==> config.mk <==
export PLATFORM = sky130hd
export DESIGN_NAME = wdt_lockable
export DESIGN_NICKNAME = d
export VERILOG_FILES = /design/src/rtl/wdt_pkg.sv /design/src/rtl/wdt_ctrl_reg.sv /design/src/rtl/wdt_counter.sv /design/src/rtl/wdt_event.sv /design/src/rtl/wdt_lockable.sv
export SDC_FILE = /design/constraint.sdc
export NUM_CORES = 1
export LEC_CHECK = 0
export BUFFER_PORTS_ARGS = -buffer_cell sky130_fd_sc_hd__buf_2
export CORE_ASPECT_RATIO = 1.4
export CORE_MARGIN = 1
export CORE_UTILIZATION = 46
export CTS_CLUSTER_DIAMETER = 150
export DETAILED_ROUTE_END_ITERATION = 12
export GPL_ROUTABILITY_DRIVEN = 0
export HOLD_SLACK_MARGIN = 0.1
export PLACE_DENSITY = 0.74
export RECOVER_POWER = 25
export SYNTH_ARGS = -nofsm -noshare
export SYNTH_HDL_FRONTEND = slang
export SYNTH_SLANG_ARGS = --single-unit
==> constraint.sdc <==
create_clock -name clk -period 0.8 [get_ports clk]
set_input_delay 0.16 -clock clk [delete_from_list [all_inputs] [get_ports clk]]
set_output_delay 0.16 -clock clk [all_outputs]
set_load 0.01 [all_outputs]
==> src/rtl/wdt_pkg.sv <==
package wdt_pkg;

  localparam int unsigned CTRL_W  = 8;
  localparam int unsigned PER_W   = 2;
  localparam int unsigned NUM_ACT = 2;

  // control byte field positions
  localparam int unsigned B_LOCK = 0;
  localparam int unsigned B_EN   = 1;
  localparam int unsigned B_CLR  = 2;
  localparam int unsigned B_MODE = 3;
  localparam int unsigned B_PER  = 4;

  typedef enum logic {
    ACT_OFF   = 1'b0,
    ACT_RESET = 1'b1
  } wdt_action_e;

  typedef struct packed {
    logic [PER_W-1:0] per;
    wdt_action_e      mode;
    logic             en;
  } wdt_cfg_t;

endpackage

==> src/rtl/wdt_ctrl_reg.sv <==
module wdt_ctrl_reg
  import wdt_pkg::*;
(
  input  logic              clk,
  input  logic              rst_n,
  input  logic              lock_i,
  input  logic              wr_en_i,
  input  logic [CTRL_W-1:0] wr_data_i,
  output wdt_cfg_t          cfg_o,
  output logic [PER_W-1:0]  load_per_o,
  output logic              reload_o,
  output logic [CTRL_W-1:0] rdata_o
);

  wdt_cfg_t cfg_q;
  wdt_cfg_t cfg_d;
  logic     reload_d;
  logic     en_req;
  logic     unused_wr_bits;

  assign en_req         = wr_data_i[B_EN];
  assign unused_wr_bits = ^{wr_data_i[CTRL_W-1:B_PER+PER_W], wr_data_i[B_LOCK]};

  // next-state: lock only blocks the off-direction of enable
  always_comb begin
    cfg_d    = cfg_q;
    reload_d = 1'b0;
    if (wr_en_i) begin
      cfg_d.en   = lock_i ? (cfg_q.en | en_req) : en_req;
      cfg_d.mode = wdt_action_e'(wr_data_i[B_MODE]);
      cfg_d.per  = wr_data_i[B_PER +: PER_W];
      reload_d   = wr_data_i[B_CLR]
                 | (cfg_d.en & ~cfg_q.en)
                 | (cfg_d.per != cfg_q.per);
    end
  end

  always_ff @(posedge clk or negedge rst_n) begin
    if (!rst_n) begin
      cfg_q <= '0;
    end else if (wr_en_i) begin
      cfg_q <= cfg_d;
    end
  end

  assign cfg_o      = cfg_q;
  assign load_per_o = cfg_d.per;
  assign reload_o   = reload_d;

  always_comb begin
    rdata_o                      = '0;
    rdata_o[B_LOCK]              = lock_i;
    rdata_o[B_EN]                = cfg_q.en;
    rdata_o[B_MODE]              = cfg_q.mode;
    rdata_o[B_PER +: PER_W]      = cfg_q.per;
  end

  // locked watchdog never turns itself off
  a_r5_lock_keeps_enable: assert property (@(posedge clk) disable iff (!rst_n)
    (lock_i && cfg_q.en) |=> cfg_q.en);

  // without a write the configuration is frozen
  a_r4_cfg_stable_idle: assert property (@(posedge clk) disable iff (!rst_n)
    !wr_en_i |=> $stable(cfg_q));

endmodule

==> src/rtl/wdt_counter.sv <==
module wdt_counter
  import wdt_pkg::*;
#(
  parameter int unsigned TICKS_BASE = 16,
  localparam int unsigned CNT_W     = $clog2((TICKS_BASE << 3) + 1)
)(
  input  logic             clk,
  input  logic             rst_n,
  input  logic             tick_i,
  input  logic             hold_i,
  input  logic             en_i,
  input  logic             reload_i,
  input  logic [PER_W-1:0] load_per_i,
  output logic             expire_o
);

  logic [CNT_W-1:0] cnt_q;
  logic [CNT_W-1:0] cnt_d;
  logic [CNT_W-1:0] load_val;
  logic             active;
  logic             step;
  logic             cnt_ce;

  assign load_val = CNT_W'(TICKS_BASE << load_per_i);
  assign active   = en_i & (cnt_q != '0);
  assign step     = active & tick_i & ~hold_i;
  assign expire_o = step & (cnt_q == CNT_W'(1));
  assign cnt_ce   = reload_i | step;

  always_comb begin
    cnt_d = cnt_q;
    if (reload_i) begin
      cnt_d = load_val;
    end else if (step) begin
      cnt_d = cnt_q - CNT_W'(1);
    end
  end

  always_ff @(posedge clk or negedge rst_n) begin
    if (!rst_n) begin
      cnt_q <= '0;
    end else if (cnt_ce) begin
      cnt_q <= cnt_d;
    end
  end

  // each counted strobe removes exactly one unit
  a_r2_decrement: assert property (@(posedge clk) disable iff (!rst_n)
    (en_i && tick_i && !hold_i && !reload_i && cnt_q > CNT_W'(1))
      |=> (cnt_q == $past(cnt_q) - CNT_W'(1)));

  // a halted counter stays halted until reloaded
  a_r8_halt_after_expiry: assert property (@(posedge clk) disable iff (!rst_n)
    (cnt_q == '0 && !reload_i) |=> (cnt_q == '0));

  // a reload always arms a non-empty count
  a_r9_reload_arms: assert property (@(posedge clk) disable iff (!rst_n)
    reload_i |=> (cnt_q != '0));

  // a disabled watchdog does not count
  a_r4_disabled_hold: assert property (@(posedge clk) disable iff (!rst_n)
    (!en_i && !reload_i) |=> $stable(cnt_q));

  // strobe in a write cycle is dropped
  a_r10_write_drops_tick: assert property (@(posedge clk) disable iff (!rst_n)
    (hold_i && !reload_i) |=> $stable(cnt_q));

endmodule

==> src/rtl/wdt_event.sv <==
module wdt_event
  import wdt_pkg::*;
(
  input  logic               clk,
  input  logic               rst_n,
  input  logic               expire_i,
  input  wdt_action_e        mode_i,
  input  logic               rd_clr_i,
  output logic [NUM_ACT-1:0] pulse_o,
  output logic               flag_o
);

  logic [NUM_ACT-1:0] pulse_q;
  logic [NUM_ACT-1:0] pulse_d;
  logic               flag_q;
  logic               flag_d;

  for (genvar a = 0; a < NUM_ACT; a++) begin : g_act
    assign pulse_d[a] = expire_i & (int'(mode_i) == a);

    always_ff @(posedge clk or negedge rst_n) begin
      if (!rst_n) begin
        pulse_q[a] <= 1'b0;
      end else begin
        pulse_q[a] <= pulse_d[a];
      end
    end

    // an action request lasts one cycle
    a_r6_single_cycle: assert property (@(posedge clk) disable iff (!rst_n)
      pulse_q[a] |=> !pulse_q[a]);
  end

  // set has priority over the read-clear
  assign flag_d = expire_i | (flag_q & ~rd_clr_i);

  always_ff @(posedge clk or negedge rst_n) begin
    if (!rst_n) begin
      flag_q <= 1'b0;
    end else begin
      flag_q <= flag_d;
    end
  end

  assign pulse_o = pulse_q;
  assign flag_o  = flag_q;

  // at most one action per timeout
  a_r6_one_action: assert property (@(posedge clk) disable iff (!rst_n)
    $onehot0(pulse_q));

  // flag persists until read, and a timeout always sets it
  a_r7_flag_holds: assert property (@(posedge clk) disable iff (!rst_n)
    (flag_q && !rd_clr_i) |=> flag_q);

  a_r7_flag_sets: assert property (@(posedge clk) disable iff (!rst_n)
    expire_i |=> flag_q);

  a_r7_flag_clears: assert property (@(posedge clk) disable iff (!rst_n)
    (rd_clr_i && !expire_i) |=> !flag_q);

endmodule

==> src/rtl/wdt_lockable.sv <==
module wdt_lockable
  import wdt_pkg::*;
#(
  parameter int unsigned TICKS_BASE = 16
)(
  input  logic        clk,
  input  logic        rst_n,
  input  logic        tick,
  input  logic        lock_strap,
  input  logic        ctrl_wr,
  input  logic [7:0]  ctrl_wdata,
  output logic [7:0]  ctrl_rdata,
  input  logic        flag_rd,
  output logic        exp_flag,
  output logic        pwr_off_req,
  output logic        pwr_rst_req
);

  logic               rst_meta;
  logic               rst_sync_n;
  wdt_cfg_t           cfg;
  logic [PER_W-1:0]   load_per;
  logic               reload;
  logic               expire;
  logic [NUM_ACT-1:0] act_pulse;

  // asynchronous assert, synchronous release
  always_ff @(posedge clk or negedge rst_n) begin
    if (!rst_n) begin
      rst_meta   <= 1'b0;
      rst_sync_n <= 1'b0;
    end else begin
      rst_meta   <= 1'b1;
      rst_sync_n <= rst_meta;
    end
  end

  wdt_ctrl_reg u_ctrl (
    .clk        (clk),
    .rst_n      (rst_sync_n),
    .lock_i     (lock_strap),
    .wr_en_i    (ctrl_wr),
    .wr_data_i  (ctrl_wdata),
    .cfg_o      (cfg),
    .load_per_o (load_per),
    .reload_o   (reload),
    .rdata_o    (ctrl_rdata)
  );

  wdt_counter #(
    .TICKS_BASE (TICKS_BASE)
  ) u_cnt (
    .clk        (clk),
    .rst_n      (rst_sync_n),
    .tick_i     (tick),
    .hold_i     (ctrl_wr),
    .en_i       (cfg.en),
    .reload_i   (reload),
    .load_per_i (load_per),
    .expire_o   (expire)
  );

  wdt_event u_evt (
    .clk      (clk),
    .rst_n    (rst_sync_n),
    .expire_i (expire),
    .mode_i   (cfg.mode),
    .rd_clr_i (flag_rd),
    .pulse_o  (act_pulse),
    .flag_o   (exp_flag)
  );

  assign pwr_off_req = act_pulse[ACT_OFF];
  assign pwr_rst_req = act_pulse[ACT_RESET];

  // nothing is requested while reset is still being released
  a_r1_quiet_in_reset: assert property (@(posedge clk) disable iff (!rst_n)
    !rst_sync_n |=> (!pwr_off_req && !pwr_rst_req && !exp_flag));

endmodule

==> results.tsv <==
metric	value	unit
CTS Buf Count	3	
Final setup violation count	20	
mux contribution to synthesized area	3.52	%
largest net degree at the start of global routing	16	
Die Wd	40.6	um
Max Cap Violations	0	
dpl cell area	0.00128	sq mm
Period Utilization, post-route	214	%
Die Area	0.00228	sq mm
Syn Inst Count	94	
drt total wl	2780	um
Core Area	0.00197	sq mm
ys flop type	dfrtp_1	
post-synth top area share	44.3	%
slowest cell on the critical path	or4b_4	
minimum clock period	1.71	ns
first-pass GRT wire length	4000	um
clock tree root buffer cell	clkbuf_4	
top-count cell post-synth	dfrtp_1	
crit path capture type	flop	
Post-synth ARST share	100	%
Finished Cell Area	0.00151	sq mm
min-delay worst type	primary input to flop	
delay of the slowest critical-path stage	0.48	ns
Final Skew	0.00382	ns
xor/xnor share of the synthesized area	7.30	%
number of global-route vias before repair	940	
EDFF count, synth	0	
Synth area leader	dfrtp_1	
LEAKAGE	0.716	nW
CP max FO	3	
first drt pass iteration count	4	
synth cell count leaders	dfrtp_1 (17), nor2_1 (9), buf_4 (6), inv_1 (6), nand2_1 (5)	
routed vias/inst	5.45	
Compound-Gate Fraction of Synth Area	12.3	%
Nets	169	
Port Buffers	18	
Die Ht	56.0	um
Syn-to-layout area delta	57.1	%
Antenna Cells	0	
DR iter-0 viols	19	
Max clock buf depth	2	
WS Path Type	flop to flop	
initial core utilization	48.6	%
critical path cell sequence	inv_2, ha_4, or4b_4, nor3_2, mux2_4, o22a_1, o32a_1	
Row Count	19	
setup_tns	-10.19	ns
GRT Util Overall	26.1	%
Pins Over Slew Limit	0	
global route overflow	0	
initial antenna violation count	0	
HPWL Detailed	1680	um
failing checks	negative setup slack	
IO Count	25	
Required @ worst endpoint	1.04	ns
H-tree levels	1	
register area share after synthesis	44.3	%
VDD IR-drop max	1.60	mV
DRC viols	0	
RSZ-0062 raised after global routing	yes	
Final Util	76.4	%
Vias	937	
combinational family with the most area after synthesis	simple AND/OR/NAND/NOR gates	
final worst slack	-0.914	ns
CP Launch Type	flop	
Mean Syn Cell Area	10.2	sq um
Post-Synth Simple-Gate Area	19.3	%
Hold Fails Final Rpt	0	
Area contributors post-synth	dfrtp_1 (44%), buf_4 (4.7%), ha_1 (3.9%), xnor2_1 (3.7%), xor2_1 (3.7%)	
outcome	complete, but fails checks	
antenna viol nets, final	0	
register bit count reported by yosys	17	
Cell Pwr Density	2290	mW/mm^2
layout cells sized above 1	51.0	%
wire per inst	16.2	um
Sink Count	17	
Netlist cell types	36	
worst skew pair latency	0.30	ns
TritonCTS clock tree	done	
Clock transition at path regs	0.11	ns
total number of yosys warnings	0	
pre-CTS setup slack	-0.931	ns
area of the mapped netlist	960	sq um
crit path DAT	1.96	ns
Achievable Freq	583	MHz
Post-Synth Adder-Cell Area	3.91	%
## layout by cell type, fill, tap and decap left out, types with 3 or more instances in the layout
| master | Yosys | layout |
|---|---|---|
| buf_4 | 6 | 30 |
| dfrtp_1 | 17 | 17 |
| buf_2 | 0 | 15 |
| nor2_1 | 9 | 9 |
| buf_6 | 1 | 8 |
| o21ai_1 | 3 | 5 |
| nand2_1 | 5 | 5 |
| xor2_1 | 4 | 4 |
| xnor2_1 | 4 | 4 |
| conb_1 | 2 | 4 |
| dlygate4sd3_1 | 0 | 4 |
| inv_2 | 0 | 3 |
| inv_1 | 6 | 3 |
| mux2_4 | 0 | 3 |
| nor2b_1 | 3 | 3 |
| clkbuf_4 | 0 | 3 |
## stage by stage
step	power (mW)	std cells	hold WS (ns)
floorplan	1.86	96	-0.136
CTS	3.31	171	0.146
global route	3.63	172	0.148
detailed placement	2.49	158	-0.0529
finish	3.45	172	0.143
global placement	2.43	158	-0.0559
## sequential cells by signal, indices dropped and copies added, names as in the netlist
name           flops
u_cnt.cnt_q        8
u_ctrl.cfg_o       4
u_evt.pulse_o      2
rst_meta           1
rst_sync_n         1
u_evt.flag_o       1
## per-layer routing
metal | vias up | track usage (%) | part of all wire [%]
li1 | 431 | - | -
met1 | 459 | 27.3 | 39
met2 | 37 | 44.7 | 54
met3 | 10 | 4.80 | 4.1
met4 | 0 | 14.3 | 3.1
met5 | - | 0 | 0
## layout make-up
type / instances / area [sq um]
clock buffer: 3 / 22.5
sequential: 17 / 425
clock inverter: 1 / 5.00
fill: 125 / 465
inverter: 6 / 22.5
tap: 21 / 26.3
multi-input combinational: 65 / 567
timing repair buffer: 59 / 439
## cells by family after synthesis
family,after synthesis
simple gates,31
flops,17
compound gates,16
buf+inv,14
xor+xnor,8
fa+ha+maj,3
mux,3
other cells,2
## final timing paths
path	slack, ns	depth (start not counted)	from	endpoint
min	0.14	3	lock_strap	u_ctrl.cfg_o[0]
max reg2reg	-0.91	7	u_cnt.cnt_q[0]	u_cnt.cnt_q[4]
max	-0.91	7	u_cnt.cnt_q[0]	u_cnt.cnt_q[4]
min reg2reg	0.25	1	rst_sync_n	u_ctrl.cfg_o[1]
min in group asynchronous	0.18	2	rst_n	rst_sync_n
max in group asynchronous	0.28	1	rst_sync_n	u_cnt.cnt_q[0]
## report_power, final
| group | switching, mW | total [mW] | internal [mW] |
|---|---|---|---|
| logic | 0.872 | 1.89 | 1.02 |
| registers | 0.0869 | 1.08 | 0.988 |
| clock network | 0.295 | 0.481 | 0.186 |
| total | 1.25 | 3.45 | 2.20 |
## critical path: cells and delay by family, from the launching register on
| kind | cells | cell delay, ns |
|---|---|---|
| and+or+nand+nor | 2 | 0.61 |
| DFF | 1 | 0.40 |
| AOI/OAI and AO/OA | 2 | 0.27 |
| muxes | 1 | 0.18 |
| adders and majority gates | 1 | 0.13 |
| buffers and inverters | 1 | 0.08 |
## repair_timing
action | CTS | global route
cloned | 0 | 0
setup endpoints to repair | 20 | 21
hold buffers | 4 | 0
hold endpoints to repair | 5 | 0
buffers inserted | 7 | 1
pin swaps | 16 | 8
resized for setup | 21 | 4
Power figures use the tool's default switching activity.
